<file path="config.mk">
export PLATFORM = sky130hd
export DESIGN_NAME = rtc_calendar
export DESIGN_NICKNAME = d
export VERILOG_FILES = /design/src/rtl/rtc_pkg.sv /design/src/rtl/rtc_ctrl.sv /design/src/rtl/rtc_datapath.sv /design/src/rtl/rtc_calendar.sv
export SDC_FILE = /design/constraint.sdc
export NUM_CORES = 1
export LEC_CHECK = 0
export ABC_AREA = 0
export CAP_MARGIN = 10
export CORE_MARGIN = 2
export CORE_UTILIZATION = 50
export CTS_CLUSTER_SIZE = 20
export DETAILED_ROUTE_END_ITERATION = 8
export PLACE_DENSITY_LB_ADDON = 0.15
export SLEW_MARGIN = 15
export SYNTH_ARGS = -nofsm -noshare
export SYNTH_HDL_FRONTEND = slang
export SYNTH_SLANG_ARGS = --single-unit
</file>
<file path="constraint.sdc">
create_clock -name clk -period 3 [get_ports clk]
set_input_delay 0.6 -clock clk [delete_from_list [all_inputs] [get_ports clk]]
set_output_delay 0.6 -clock clk [all_outputs]
set_load 0.02 [all_outputs]
</file>
<file path="src/rtl/rtc_pkg.sv">
package rtc_pkg;
  localparam int NREG = 7;
  localparam int SEC  = 0;
  localparam int MIN  = 1;
  localparam int HOUR = 2;
  localparam int WDAY = 3;
  localparam int DATE = 4;
  localparam int MON  = 5;
  localparam int YEAR = 6;

  typedef struct packed {
    logic            tick;
    logic [NREG-1:0] wrSel;
    logic [7:0]      wrVal;
  } rtcStrobe_t;

  function automatic logic [7:0] bcdInc(input logic [7:0] v);
    if (v[3:0] == 4'd9) return {v[7:4] + 4'd1, 4'd0};
    return {v[7:4], v[3:0] + 4'd1};
  endfunction

  function automatic logic [7:0] fieldMask(input int idx);
    case (idx)
      SEC, MIN, HOUR: return 8'h7F;
      WDAY:           return 8'h07;
      DATE:           return 8'h3F;
      MON:            return 8'h1F;
      YEAR:           return 8'hFF;
      default:        return 8'h00;
    endcase
  endfunction

  function automatic logic [7:0] resetVal(input int idx);
    case (idx)
      WDAY, DATE, MON: return 8'h01;
      default:         return 8'h00;
    endcase
  endfunction

  // Divisible by four: even tens need ones of 0/4/8, odd tens need 2/6.
  function automatic logic isLeap(input logic [7:0] yr);
    if (yr[4]) return (yr[3:0] == 4'd2) || (yr[3:0] == 4'd6);
    return (yr[3:0] == 4'd0) || (yr[3:0] == 4'd4) || (yr[3:0] == 4'd8);
  endfunction

  function automatic logic [7:0] lastDate(input logic [7:0] mon, input logic [7:0] yr);
    case (mon)
      8'h02:                      return isLeap(yr) ? 8'h29 : 8'h28;
      8'h04, 8'h06, 8'h09, 8'h11: return 8'h30;
      default:                    return 8'h31;
    endcase
  endfunction
endpackage

</file>
<file path="src/rtl/rtc_ctrl.sv">
module rtc_ctrl
  import rtc_pkg::*;
#(
  parameter int PRESC_W = 15,
  parameter int ADDR_W  = 3
) (
  input  logic              clk,
  input  logic              rstN,
  input  logic              refTick,
  input  logic              sqEnable,
  input  logic              wrEn,
  input  logic [ADDR_W-1:0] wrAddr,
  input  logic [7:0]        wrData,
  output rtcStrobe_t        strobes,
  output logic              sqOut
);
  localparam logic [PRESC_W-1:0] PRESC_LAST = '1;

  logic [PRESC_W-1:0] presc;
  logic [NREG-1:0]    sel;

  for (genvar i = 0; i < NREG; i++) begin : g_dec
    assign sel[i] = wrEn && (wrAddr == ADDR_W'(i));
  end

  always_ff @(posedge clk or negedge rstN) begin
    if (!rstN)           presc <= '0;
    else if (sel[SEC])   presc <= '0;
    else if (refTick)    presc <= presc + 1'b1;
  end

  assign strobes.wrSel = sel;
  assign strobes.wrVal = wrData & fieldMask(int'(wrAddr));
  assign strobes.tick  = refTick && (presc == PRESC_LAST) && !sel[SEC];
  assign sqOut         = sqEnable && presc[PRESC_W-1];

  // a second strobe never lasts two cycles
  p_tick_single_r2: assert property (@(posedge clk) disable iff (!rstN)
    strobes.tick |=> !strobes.tick);

  // a seconds write restarts the count, so no strobe can follow at once
  p_secwr_restart_r9: assert property (@(posedge clk) disable iff (!rstN)
    sel[SEC] |=> !strobes.tick);
endmodule

</file>
<file path="src/rtl/rtc_datapath.sv">
module rtc_datapath
  import rtc_pkg::*;
#(
  parameter int ADDR_W = 3
) (
  input  logic              clk,
  input  logic              rstN,
  input  rtcStrobe_t        strobes,
  input  logic              rdStart,
  input  logic [ADDR_W-1:0] rdAddr,
  output logic [7:0]        rdData
);
  localparam int FLAT_W = NREG * 8;

  logic [7:0] live [NREG];
  logic [7:0] snap [NREG];
  logic [7:0] nxt  [NREG];
  logic [FLAT_W-1:0] liveFlat, snapFlat;

  logic secWrap, minWrap, cMin, cHour, cDay, cMon, cYear;
  logic is12, pmNow, midnight;
  logic [4:0] h12;
  logic [7:0] hourAdv;

  always_comb begin
    secWrap = live[SEC] == 8'h59;
    minWrap = live[MIN] == 8'h59;
    cMin    = strobes.tick && secWrap;
    cHour   = cMin && minWrap;

    is12  = live[HOUR][6];
    pmNow = live[HOUR][5];
    h12   = live[HOUR][4:0];
    if (is12) begin
      midnight = (h12 == 5'h11) && pmNow;
      if (h12 == 5'h11)      hourAdv = {2'b01, ~pmNow, 5'h12};
      else if (h12 == 5'h12) hourAdv = {2'b01, pmNow, 5'h01};
      else                   hourAdv = {2'b01, pmNow, 5'(bcdInc({3'b000, h12}))};
    end else begin
      midnight = live[HOUR][5:0] == 6'h23;
      hourAdv  = midnight ? 8'h00 : bcdInc({2'b00, live[HOUR][5:0]});
    end

    cDay  = cHour && midnight;
    cMon  = cDay && (live[DATE] == lastDate(live[MON], live[YEAR]));
    cYear = cMon && (live[MON] == 8'h12);

    nxt[SEC]  = strobes.tick ? (secWrap ? 8'h00 : bcdInc(live[SEC])) : live[SEC];
    nxt[MIN]  = cMin  ? (minWrap ? 8'h00 : bcdInc(live[MIN])) : live[MIN];
    nxt[HOUR] = cHour ? hourAdv : live[HOUR];
    nxt[WDAY] = cDay  ? ((live[WDAY] == 8'h07) ? 8'h01 : live[WDAY] + 8'h01) : live[WDAY];
    nxt[DATE] = cDay  ? (cMon ? 8'h01 : bcdInc(live[DATE])) : live[DATE];
    nxt[MON]  = cMon  ? (cYear ? 8'h01 : bcdInc(live[MON])) : live[MON];
    nxt[YEAR] = cYear ? ((live[YEAR] == 8'h99) ? 8'h00 : bcdInc(live[YEAR])) : live[YEAR];
  end

  always_ff @(posedge clk or negedge rstN) begin
    if (!rstN) begin
      for (int i = 0; i < NREG; i++) begin
        live[i] <= resetVal(i);
        snap[i] <= resetVal(i);
      end
    end else begin
      for (int i = 0; i < NREG; i++) begin
        live[i] <= strobes.wrSel[i] ? strobes.wrVal : nxt[i];
        if (rdStart) snap[i] <= live[i];
      end
    end
  end

  for (genvar i = 0; i < NREG; i++) begin : g_flat
    assign liveFlat[i*8 +: 8] = live[i];
    assign snapFlat[i*8 +: 8] = snap[i];
  end

  assign rdData = (rdAddr < ADDR_W'(NREG)) ? snap[rdAddr] : 8'h00;

  // seconds stay legal BCD
  p_sec_bcd_r3: assert property (@(posedge clk) disable iff (!rstN)
    (live[SEC][3:0] <= 4'd9) && (live[SEC][7:4] <= 4'd5));

  // the seconds wrap lands on zero
  p_sec_wrap_r3: assert property (@(posedge clk) disable iff (!rstN)
    (strobes.tick && (live[SEC] == 8'h59) && !strobes.wrSel[SEC]) |=> (live[SEC] == 8'h00));

  // with no strobe and no write, nothing moves
  p_idle_hold_r3: assert property (@(posedge clk) disable iff (!rstN)
    (!strobes.tick && (strobes.wrSel == '0)) |=> $stable(liveFlat));

  // weekday remains within 1..7
  p_wday_range_r6: assert property (@(posedge clk) disable iff (!rstN)
    (live[WDAY] >= 8'h01) && (live[WDAY] <= 8'h07));

  // month remains within 01..12
  p_mon_range_r8: assert property (@(posedge clk) disable iff (!rstN)
    (live[MON] >= 8'h01) && (live[MON] <= 8'h12));

  // the shadow copy is frozen between captures
  p_snap_hold_r10: assert property (@(posedge clk) disable iff (!rstN)
    !rdStart |=> $stable(snapFlat));
endmodule

</file>
<file path="src/rtl/rtc_calendar.sv">
module rtc_calendar
  import rtc_pkg::*;
#(
  parameter int PRESC_W = 15,
  parameter int ADDR_W  = 3
) (
  input  logic              clk,
  input  logic              rstN,
  input  logic              refTick,
  input  logic              sqEnable,
  input  logic              wrEn,
  input  logic [ADDR_W-1:0] wrAddr,
  input  logic [7:0]        wrData,
  input  logic              rdStart,
  input  logic [ADDR_W-1:0] rdAddr,
  output logic [7:0]        rdData,
  output logic              secPulse,
  output logic              sqOut
);
  rtcStrobe_t strobes;

  rtc_ctrl #(.PRESC_W(PRESC_W), .ADDR_W(ADDR_W)) u_ctrl (
    .clk(clk), .rstN(rstN), .refTick(refTick), .sqEnable(sqEnable),
    .wrEn(wrEn), .wrAddr(wrAddr), .wrData(wrData),
    .strobes(strobes), .sqOut(sqOut)
  );

  rtc_datapath #(.ADDR_W(ADDR_W)) u_dp (
    .clk(clk), .rstN(rstN), .strobes(strobes),
    .rdStart(rdStart), .rdAddr(rdAddr), .rdData(rdData)
  );

  assign secPulse = strobes.tick;
endmodule

</file>
==> results of run 1 <==
-- state kept, by name, indices dropped and copies added, names as in the netlist --
| register | flops |
|---|---|
| u_ctrl.presc | 15 |
| u_dp.h12 | 5 |
| u_dp.is12 | 1 |
| u_dp.live | 50 |
| u_dp.snap | 56 |
-- per-layer routing --
layer,vias to the layer above,part of all wire
met2,135,0.49
met5,-,0
met3,49,0.035
li1,2674,-
met1,2827,0.43
met4,0,0.044
-- placed cells by master (no fill, tap or decap), types with 4 or more instances in the layout --
| master | synthesis | routed |
|---|---|---|
| a211oi_1 | 10 | 10 |
| a21oi_1 | 51 | 51 |
| a31oi_1 | 8 | 8 |
| and2_1 | 9 | 9 |
| and3_1 | 11 | 11 |
| and4_1 | 4 | 4 |
| buf_12 | 0 | 4 |
| buf_4 | 2 | 40 |
| clkbuf_16 | 0 | 17 |
| clkdlybuf4s50_1 | 0 | 18 |
| clkinvlp_4 | 0 | 4 |
| dfrtp_1 | 121 | 120 |
| dfstp_2 | 6 | 6 |
| dlygate4sd2_1 | 0 | 9 |
| ha_1 | 20 | 20 |
| inv_1 | 19 | 19 |
| mux2_2 | 58 | 58 |
| mux2i_1 | 15 | 15 |
| mux4_2 | 8 | 8 |
| nand2_1 | 48 | 48 |
| nand2b_1 | 7 | 7 |
| nand3_1 | 35 | 35 |
| nand3b_1 | 4 | 4 |
| nand4_1 | 7 | 7 |
| nor2_1 | 74 | 74 |
| nor2b_1 | 9 | 9 |
| nor3_1 | 12 | 12 |
| nor3b_1 | 5 | 4 |
| o211ai_1 | 4 | 4 |
| o21ai_0 | 46 | 45 |
| o31ai_1 | 4 | 4 |
| or2_2 | 5 | 5 |
| or3_1 | 6 | 6 |
| xnor2_1 | 7 | 7 |
| xor2_1 | 15 | 15 |
-- cell type report --
type,count,area share
clock inverters,11,0.0185
well taps,180,0.0268
flip-flops and latches,127,0.379
clock buffers,21,0.0560
multi-input cells,527,0.435
repair buffers,72,0.0766
inverters,19,0.00848
-- metrics by stage --
stage	instance area (sq um)	total power (uW)	utilization	setup TNS (ps)	std cells
6_report	8410	5490	0.608	0	957
5_1_grt	8410	5740	0.608	0	957
4_1_cts	8400	5510	0.607	0	957
3_5_place_dp	7780	3360	0.563	-1780	925
3_3_place_gp	7780	3300	0.563	-899	925
2_1_floorplan	7060	2940	-	0	709
-- repair_timing --
item	in CTS	in global routing
setup endpoints to repair	9	5
setup buffers	0	0
gates cloned	0	0
gates resized for setup	9	4
-- worst min path at each step --
stage / start / to / slack (ps) / cells after the start
global placement: u_dp.snap[49]$_DFFE_PN0P_ / u_dp.snap[49]$_DFFE_PN0P_ / 490 / 1
finish: rstN / u_dp.live[2]$_DFFE_PN0P_ / 190 / 1
CTS: rstN / u_dp.live[2]$_DFFE_PN0P_ / 210 / 1
floorplan: rstN / u_ctrl.presc[0]$_DFFE_PN0P_ / 300 / 0
detailed placement: u_dp.snap[21]$_DFFE_PN0P_ / u_dp.snap[21]$_DFFE_PN0P_ / 500 / 1
global route: rstN / u_dp.live[2]$_DFFE_PN0P_ / 240 / 1
-- power groups by stage --
stage	registers (uW)	clock network (uW)	logic, uW
after detailed placement	2380	0	981
after global routing	2400	2250	1090
after global placement	2360	0	942
after floorplan	2210	0	727
after CTS	2350	2180	977
final	2360	2160	970
-- logic make-up (layout without fill, tap and decap cells) --
| logic type | after synthesis | count (layout) | share of synthesized area |
|---|---|---|---|
| AOI/OAI and AO/OA | 147 | 147 | 0.126 |
| muxes | 81 | 81 | 0.139 |
| buffers and inverters | 55 | 123 | 0.0338 |
| adders and majority gates | 20 | 20 | 0.0354 |
| DFF | 127 | 127 | 0.451 |
| and+or+nand+nor | 257 | 257 | 0.187 |
| xor gates and xnor gates | 22 | 22 | 0.0273 |
==> run summary, run 1 <==
Outcome: finished, final reports clean
Share of layout cells above drive strength 1: 0.210
Synth warn: 0
CORE AREA: 13800 sq um
Seq cells post-synth: 127
CP max stage cell: mux4_2
Largest delay contributor family on the critical path: buffers and inverters
Antenna diodes: 0
Most instantiated library cell after synthesis: dfrtp_1
Pin count of the biggest net entering global routing: 57
MaxCap Viol Count: 0
Starting Density: 0.511
Synth Flop Type: dfrtp_1
Vias in the first global route: 5655
Worst-case clock skew: 7.24 ps
# nets final: 804
RSZ-0062 raised after global routing: no
GR Util met1: 0.341
CTS tree: done
Critical path buffers and inverters: 3
Top post-synthesis cells by count: dfrtp_1, nor2_1, mux2_2
Share of the synthesized area in the top cell type: 0.429
Slew HR: 0.483
Sequential area share after synthesis: 0.451
R2R setup slack: 170 ps
DRC: 0
Worst Setup EP: rdData[4]
M3 GR Usage: 0.0520
Vias/cell: 5.94
Post-synthesis cell count: 709
Leak: 0.00363 uW
CTS Sinks: 127
Worst Reg-to-Reg Cells: 9
Reg2reg end: u_dp.live[15]$_DFFE_PN0P_
Final worst slack: 103 ps
Iteration-0 DRC Markers: 508
Clk network pwr share: 0.394
Sw frac: 0.294
Period utilization: 0.966
Die area: 15100 sq um
GRT Max-Usage Layer: met2
Via count: 5685
Number of port buffers: 29
Comb pwr share: 0.177
# fillers: 1138
Arr. time, crit path: 2300 ps
Die width: 123 um
Ports: 30
CP Max Fanout: 10
Slew Limit Fails: 0
HPWL after DPL: 13600 um
Post-route minimum period: 2900 ps
Mapped cell area: 7060 sq um
Psw: 1610 uW
CTS Hold Bufs: 0
Num CTS Buffers: 17
Critical Path Max Stage Delay: 510 ps
Number of synthesized flops with an enable pin: 0
Total wire length: 18600 um
First-pass GRT wire length: 29900 um
Area Growth Syn to Fin: 19.1%
Max IR drop VDD: 0.467 mV
Crit path cell chain: clkdlybuf4s50_1 -> buf_12 -> mux4_2 -> nor2_1 -> a21oi_1 -> dlygate4sd2_1
Antenna Nets Post-Route: 0
Clk buf depth: 2
Worst Path Required: 2400 ps
Routability cong.: 0.886
Mean Syn Cell Area: 9.96 sq um
WP depth: 6
Final setup viols: 0
H-tree Lvls: 4
Antenna violations before repair: 0
Root buffer cell: clkbuf_16
Power density cells: 653 nW/um^2
Routed length per placed instance: 19.5 um
DR pass1 iterations: 5
Worst r2r src: u_dp.live[8]$_DFFE_PN1P_
Largest cells by area after synthesis: dfrtp_1, mux2_2, nor2_1
Int Power: 3870 uW
Clock latency on the worst-skew pair: 420 ps
Worst hold slack: 187 ps
Worst setup path start: rdAddr[0]
Worst Tran Pin Value: 769 ps
Die height: 123 um
Post-place setup slack: -134 ps
Crit end category: primary output
Storage element area: 3190 sq um
Fin. Hold Viols: 0
Max Clock Freq: 345 MHz
Post-synth cell types: 63
Gr ovfl total: 0
Synth async-reset ratio: 1.00
Clock transition at path regs: 50 ps
Startpoint types: input port
Seq pwr share: 0.430
Mapped Nets: 749
GRT Overall Usage: 0.265
Crit path kind: input port to primary output
Core Rows: 43
Area leader, netlist: dfrtp_1
Multi-input logic area: 3650 sq um
Hold Crit Class: input port to asynchronous set/reset pin
M2 GR Usage: 0.421
No activity file was read; power rests on OpenSTA's default activity.
==> run 2: changes to the inputs <==
==> constraint.sdc (replaced) <==
create_clock -name clk -period 3 [get_ports clk]
set_input_delay 0.6 -clock clk [delete_from_list [all_inputs] [get_ports clk]]
set_output_delay 0.6 -clock clk [all_outputs]
set_load 0.1 [all_outputs]
==> run 2 against run 1 <==
Die area is the same. Non-clock buffer count is 3 higher. Combinational power up 22%. Critical path depth did not move. Register-to-register slack improved by 30 ps. Global-route usage about the same. Sequential cell count unchanged. Largest power group unchanged.
==> run summary, run 2 (synthesized netlist as in run 1, its figures left out) <==
Pin count of the biggest net entering global routing: 63 (+11%)
Slew HR: 0.590 (+0.107)
Clk buf depth: 2 (unchanged)
Power Total: 5700 uW (+4.0%)
Core Rows: 43 (unchanged)
Max IR drop VDD: 0.408 mV (-13%)
Hold Crit Class: input port to asynchronous set/reset pin
RSZ-0062 raised after global routing: no
CTS tree: done
GRT Overall Usage: 0.264 (about the same)
DRC: 0 (unchanged)
Leak: 0.00368 uW (+1.5%)
First-pass GRT wire length: 30100 um (+0.83%)
Die area: 15100 sq um (unchanged)
Period utilization: 0.956 (-0.00961)
Top flop regs: u_dp.snap x56, u_dp.live x50, u_ctrl.presc x15
Max FFs per register: 56 (unchanged)
Biggest register: u_dp.snap
Num CTS Buffers: 17 (unchanged)
Worst Reg-to-Reg Cells: 9 (unchanged)
Via count: 5672 (-0.23%)
Ports: 30 (unchanged)
DR pass1 iterations: 9 (+4)
Commonest non-fill, non-tap cells in the layout: dfrtp_1, nor2_1, mux2_2
Slew Limit Fails: 0 (unchanged)
Share of layout cells above drive strength 1: 0.230 (+0.0203)
MaxCap Viol Count: 0 (unchanged)
Area Growth Syn to Fin: 20.9%
CTS Hold Bufs: 0 (unchanged)
Post-route minimum period: 2870 ps (-28.8 ps)
Routed length per placed instance: 19.3 um (-0.96%)
Starting Density: 0.511 (unchanged)
CP max stage cell: mux4_2
# fillers: 1120 (-1.6%)
Vias in the first global route: 5611 (-0.78%)
Antenna Nets Post-Route: 0 (unchanged)
Total wire length: 18500 um (-0.86%)
Worst-case clock skew: 11.1 ps (+3.83 ps)
Routability cong.: 0.903 (+2.0%)
# nets final: 807 (+0.37%)
Number of port buffers: 29 (unchanged)
Worst path most repeated cell: buf_12
Outcome: finished, final reports clean
Power density cells: 668 nW/um^2 (+2.4%)
Worst Tran Pin Value: 610 ps (-159 ps)
CTS Sinks: 127 (unchanged)
Iteration-0 DRC Markers: 374 (-26%)
Final worst slack: 132 ps (+28.8 ps)
Antenna diodes: 0 (unchanged)
Arr. time, crit path: 2270 ps (-30 ps)
Fin. Hold Viols: 0 (unchanged)
CP Max Fanout: 17 (+7)
Vias/cell: 5.92 (-0.33%)
Crit path kind: input port to primary output
Max Clock Freq: 349 MHz (+1.0%)
Clock transition at path regs: 50 ps (about the same)
CORE AREA: 13800 sq um (unchanged)
Final setup viols: 0 (unchanged)
Gr ovfl total: 0 (unchanged)
Utilization after layout: 0.618 (+0.00941)
Critical Path Max Stage Delay: 570 ps (+60 ps)
Die width: 123 um (unchanged)
Commonest non-fill, non-tap cell in the layout: dfrtp_1
Crit path cell chain: clkdlybuf4s50_1 -> buf_12 -> mux4_2 -> nor2_1 -> a21oi_2 -> buf_12
Worst Path Required: 2400 ps (about the same)
Root buffer cell: clkbuf_16
Post-CTS setup buffers: 0 (unchanged)
H-tree Lvls: 4 (unchanged)
Clock latency on the worst-skew pair: 420 ps (about the same)
Startpoint types: input port
Post-place setup slack: -100 ps (+33.8 ps)
Die height: 123 um (unchanged)
Antenna violations before repair: 0 (unchanged)
PostCTS Resize Cnt: 0 (-9)
Crit end category: primary output
HPWL after DPL: 13600 um (+0.39%)
[run 2: layout make-up]
cell class / instances / area (sq um) / share of cell area
clock buffer: 24 / 492 / 0.0576
clock inverter: 6 / 130 / 0.0152
inverter: 19 / 71.3 / 0.00835
multi-input combinational: 527 / 3680 / 0.431
sequential: 127 / 3190 / 0.373
tap: 180 / 225 / 0.0264
timing repair buffer: 75 / 753 / 0.0882
[run 2: path summary, 6_finish.rpt]
path	slack, ps	startpoint	endpoint
max	130	rdAddr[0]	rdData[4]
min	190	rstN	u_dp.live[9]$_DFFE_PN0P_
max reg2reg	200	u_dp.live[8]$_DFFE_PN1P_	u_dp.live[3]$_DFFE_PN0P_
min reg2reg	500	u_dp.snap[28]$_DFFE_PN0P_	u_dp.snap[28]$_DFFE_PN0P_
max in group asynchronous	2030	rstN	u_dp.live[24]$_DFFE_PN1P_
min in group clk	500	u_dp.snap[28]$_DFFE_PN0P_	u_dp.snap[28]$_DFFE_PN0P_
[run 2: worst max-delay path, delay by kind of cell]
kind                   cells  cell delay, ps
buffers and inverters      3             880
AND/OR/NAND/NOR            1             140
AO/OA/AOI/OAI              1              70
multiplexers               1             570
[run 2: where the power goes]
part           leakage (uW)  switching, uW  internal [uW]
Clock              0.000306            730           1470
Combinational       0.00178            632            549
Sequential          0.00160            317           2010
Total               0.00368           1680           4020
[run 2: through the flow]
| step | cell area (sq um) | instances | setup TNS, ps | hold slack, ps |
|---|---|---|---|---|
| after floorplan | 7090 | 709 | -549 | 304 |
| after global placement | 7910 | 928 | -117 | 487 |
| after detailed placement | 7910 | 928 | -852 | 494 |
| after CTS | 8530 | 958 | 0 | 208 |
| after global routing | 8540 | 958 | 0 | 227 |
| final | 8540 | 958 | 0 | 187 |
[run 2: metal layers]
| metal | vias to the layer above | GRT usage | share of wire |
|---|---|---|---|
| met5 | - | 0 | 0 |
| met4 | 0 | 0.0984 | 0.024 |
| met3 | 23 | 0.0483 | 0.033 |
| met2 | 141 | 0.450 | 0.51 |
| met1 | 2828 | 0.335 | 0.43 |
| li1 | 2680 | - | - |
==> run 3: changes to the inputs <==
--- a/config.mk
+++ b/config.mk
@@ -11,6 +11,7 @@
 export CORE_UTILIZATION = 50
 export CTS_CLUSTER_SIZE = 20
 export DETAILED_ROUTE_END_ITERATION = 8
+export MAX_ROUTING_LAYER = met4
 export PLACE_DENSITY_LB_ADDON = 0.15
 export SLEW_MARGIN = 15
 export SYNTH_ARGS = -nofsm -noshare
==> run 3 against run 2 <==
Largest cell class unchanged. Clock power barely moved. Clock skew fell by 4.5 ps. Utilization did not move. Combinational power barely moved.
==> run summary, run 3 (synthesized netlist as in run 1, its figures left out) <==
Outcome: finished, final reports clean
Sum Neg Setup Slack: 0 ps (unchanged)
Vias in the first global route: 5605 (-0.11%)
Commonest non-fill, non-tap cells in the layout: dfrtp_1, nor2_1, mux2_2
Via count: 5736 (+1.1%)
Seq pwr share: 0.407 (about the same)
CTS tree: done
Clk network pwr share: 0.388 (+0.003)
First-pass GRT wire length: 29600 um (-1.8%)
Multi-input logic area: 3680 sq um (-0.14%)
Starting Density: 0.511 (unchanged)
GRT Overall Usage: 0.269 (+0.00451)
CTS Hold Bufs: 0 (unchanged)
Final setup viols: 0 (unchanged)
Vias/cell: 5.99 (+1.1%)
Placed cells: 927 (-0.11%)
Arr. time, crit path: 2270 ps (about the same)
Worst-case clock skew: 6.53 ps (-4.55 ps)
DRC: 0 (unchanged)
# nets final: 806 (-0.12%)
Clock transition at path regs: 50 ps (about the same)
Leak: 0.00368 uW (about the same)
CP Max Fanout: 17 (unchanged)
Storage element area: 3190 sq um (unchanged)
Max Clock Freq: 349 MHz (about the same)
Worst path most repeated cell: buf_12
Core Rows: 43 (unchanged)
Worst Path Required: 2400 ps (about the same)
CORE AREA: 13800 sq um (unchanged)
Clk buf depth: 2 (unchanged)
Crit path cell chain: clkdlybuf4s50_1 -> buf_12 -> mux4_2 -> nor2_1 -> a21oi_2 -> buf_12
Post-route minimum period: 2870 ps (-1.98 ps)
Max FFs per register: 56 (unchanged)
RSZ-0062 raised after global routing: no
Power density cells: 669 nW/um^2 (+0.14%)
R2R setup slack: 190 ps (about the same)
Number of port buffers: 29 (unchanged)
Die height: 123 um (unchanged)
Fin. Hold Viols: 0 (unchanged)
Critical Path Max Stage Delay: 550 ps (-20 ps)
DR pass1 iterations: 5 (-4)
Non-filler cells in the finished layout: 958 (unchanged)
Worst Tran Pin Value: 637 ps (+26.9 ps)
CP max stage cell: mux4_2
Crit end category: primary output
Slew HR: 0.572 (-0.0181)
CTS Sinks: 127 (unchanged)
Crit path kind: input port to primary output
Root buffer cell: clkbuf_16
Clock latency on the worst-skew pair: 410 ps (about the same)
Total wire length: 18200 um (-1.3%)
PostCTS Resize Cnt: 0 (unchanged)
Startpoint types: input port
Comb pwr share: 0.205 (-0.002)
Hold Crit Class: input port to asynchronous set/reset pin
Antenna Nets Post-Route: 0 (unchanged)
Iteration-0 DRC Markers: 357 (-4.5%)
Commonest non-fill, non-tap cell in the layout: dfrtp_1
Die area: 15100 sq um (unchanged)
Die width: 123 um (unchanged)
Sw frac: 0.290 (-0.00382)
Routability cong.: 0.898 (-0.60%)
Share of layout cells above drive strength 1: 0.228 (-0.00257)
Gr ovfl total: 0 (unchanged)
Routed length per placed instance: 19.0 um (-1.3%)
Antenna violations before repair: 0 (unchanged)
Biggest register: u_dp.snap
Area Growth Syn to Fin: 20.9% (unchanged)
Top flop regs: u_dp.snap x56, u_dp.live x50, u_ctrl.presc x15
Num CTS Buffers: 17 (unchanged)
# fillers: 1152 (+2.9%)
MaxCap Viol Count: 0 (unchanged)
H-tree Lvls: 4 (unchanged)
Pin count of the biggest net entering global routing: 57 (-9.5%)
Psw: 1660 uW (-1.2%)
Slew Limit Fails: 0 (unchanged)
HPWL after DPL: 13400 um (-1.9%)
Ports: 30 (unchanged)
Period utilization: 0.955 (about the same)
Max IR drop VDD: 0.529 mV (+30%)
Post-CTS setup buffers: 0 (unchanged)
Int Power: 4050 uW (+0.68%)
Antenna diodes: 0 (unchanged)
## run 3: changes by cell type in the layout (fill, tap and decap cells not counted), sizes merged
cell,previous run,this run
clkbuf,24,26
buf,58,57
clkinv,2,1
## run 3: worst max-delay path, delay by kind of cell
family / cells / cell delay [ps]
simple gates: 1 / 150
mux: 1 / 550
compound gates: 1 / 70
buf+inv: 3 / 870
## run 3: path summary, 6_finish.rpt
path / from / to / depth (start not counted)
setup reg to reg: u_dp.live[9]$_DFFE_PN0P_ / u_dp.live[3]$_DFFE_PN0P_ / 9
hold reg to reg: u_dp.snap[31]$_DFFE_PN0P_ / u_dp.snap[31]$_DFFE_PN0P_ / 1
min in group clk: u_dp.snap[31]$_DFFE_PN0P_ / u_dp.snap[31]$_DFFE_PN0P_ / 1
max in group asynchronous: rstN / u_dp.live[24]$_DFFE_PN1P_ / 2
hold / removal: rstN / u_dp.live[11]$_DFFE_PN0P_ / 1
setup / recovery: rdAddr[0] / rdData[6] / 6
## run 3: area by class of cell
class,count,area share
tap,180,0.0264
inverter,19,0.00835
timing repair buffer,74,0.0873
multi-input combinational,527,0.431
sequential,127,0.373
clock buffer,26,0.0596
clock inverter,5,0.0147
## run 3: power by group through the flow
stage	logic (uW)	registers (uW)	clock network (uW)
4_1_cts	1180	2320	2260
2_1_floorplan	850	2210	0
3_5_place_dp	1170	2340	0
6_report	1170	2320	2220
3_3_place_gp	1140	2330	0
5_1_grt	1300	2360	2330
## run 3: metrics by stage
| step | hold WS, ps | worst slack [ps] | cell area, sq um | utilization | power [uW] |
|---|---|---|---|---|---|
| global route | 172 | 51.1 | 8540 | 0.618 | 5990 |
| floorplan | 304 | -94.7 | 7090 | - | 3060 |
| global placement | 487 | -46.0 | 7900 | 0.572 | 3470 |
| finish | 153 | 134 | 8540 | 0.618 | 5710 |
| CTS | 163 | 120 | 8540 | 0.618 | 5760 |
| detailed placement | 491 | -120 | 7900 | 0.572 | 3510 |
## run 3: layer usage
layer | GRT usage | routed length [um]
met1 | 0.332 | 7790
met4 | 0.102 | 492
met2 | 0.437 | 9130
met5 | - | 0
met3 | 0.0534 | 807
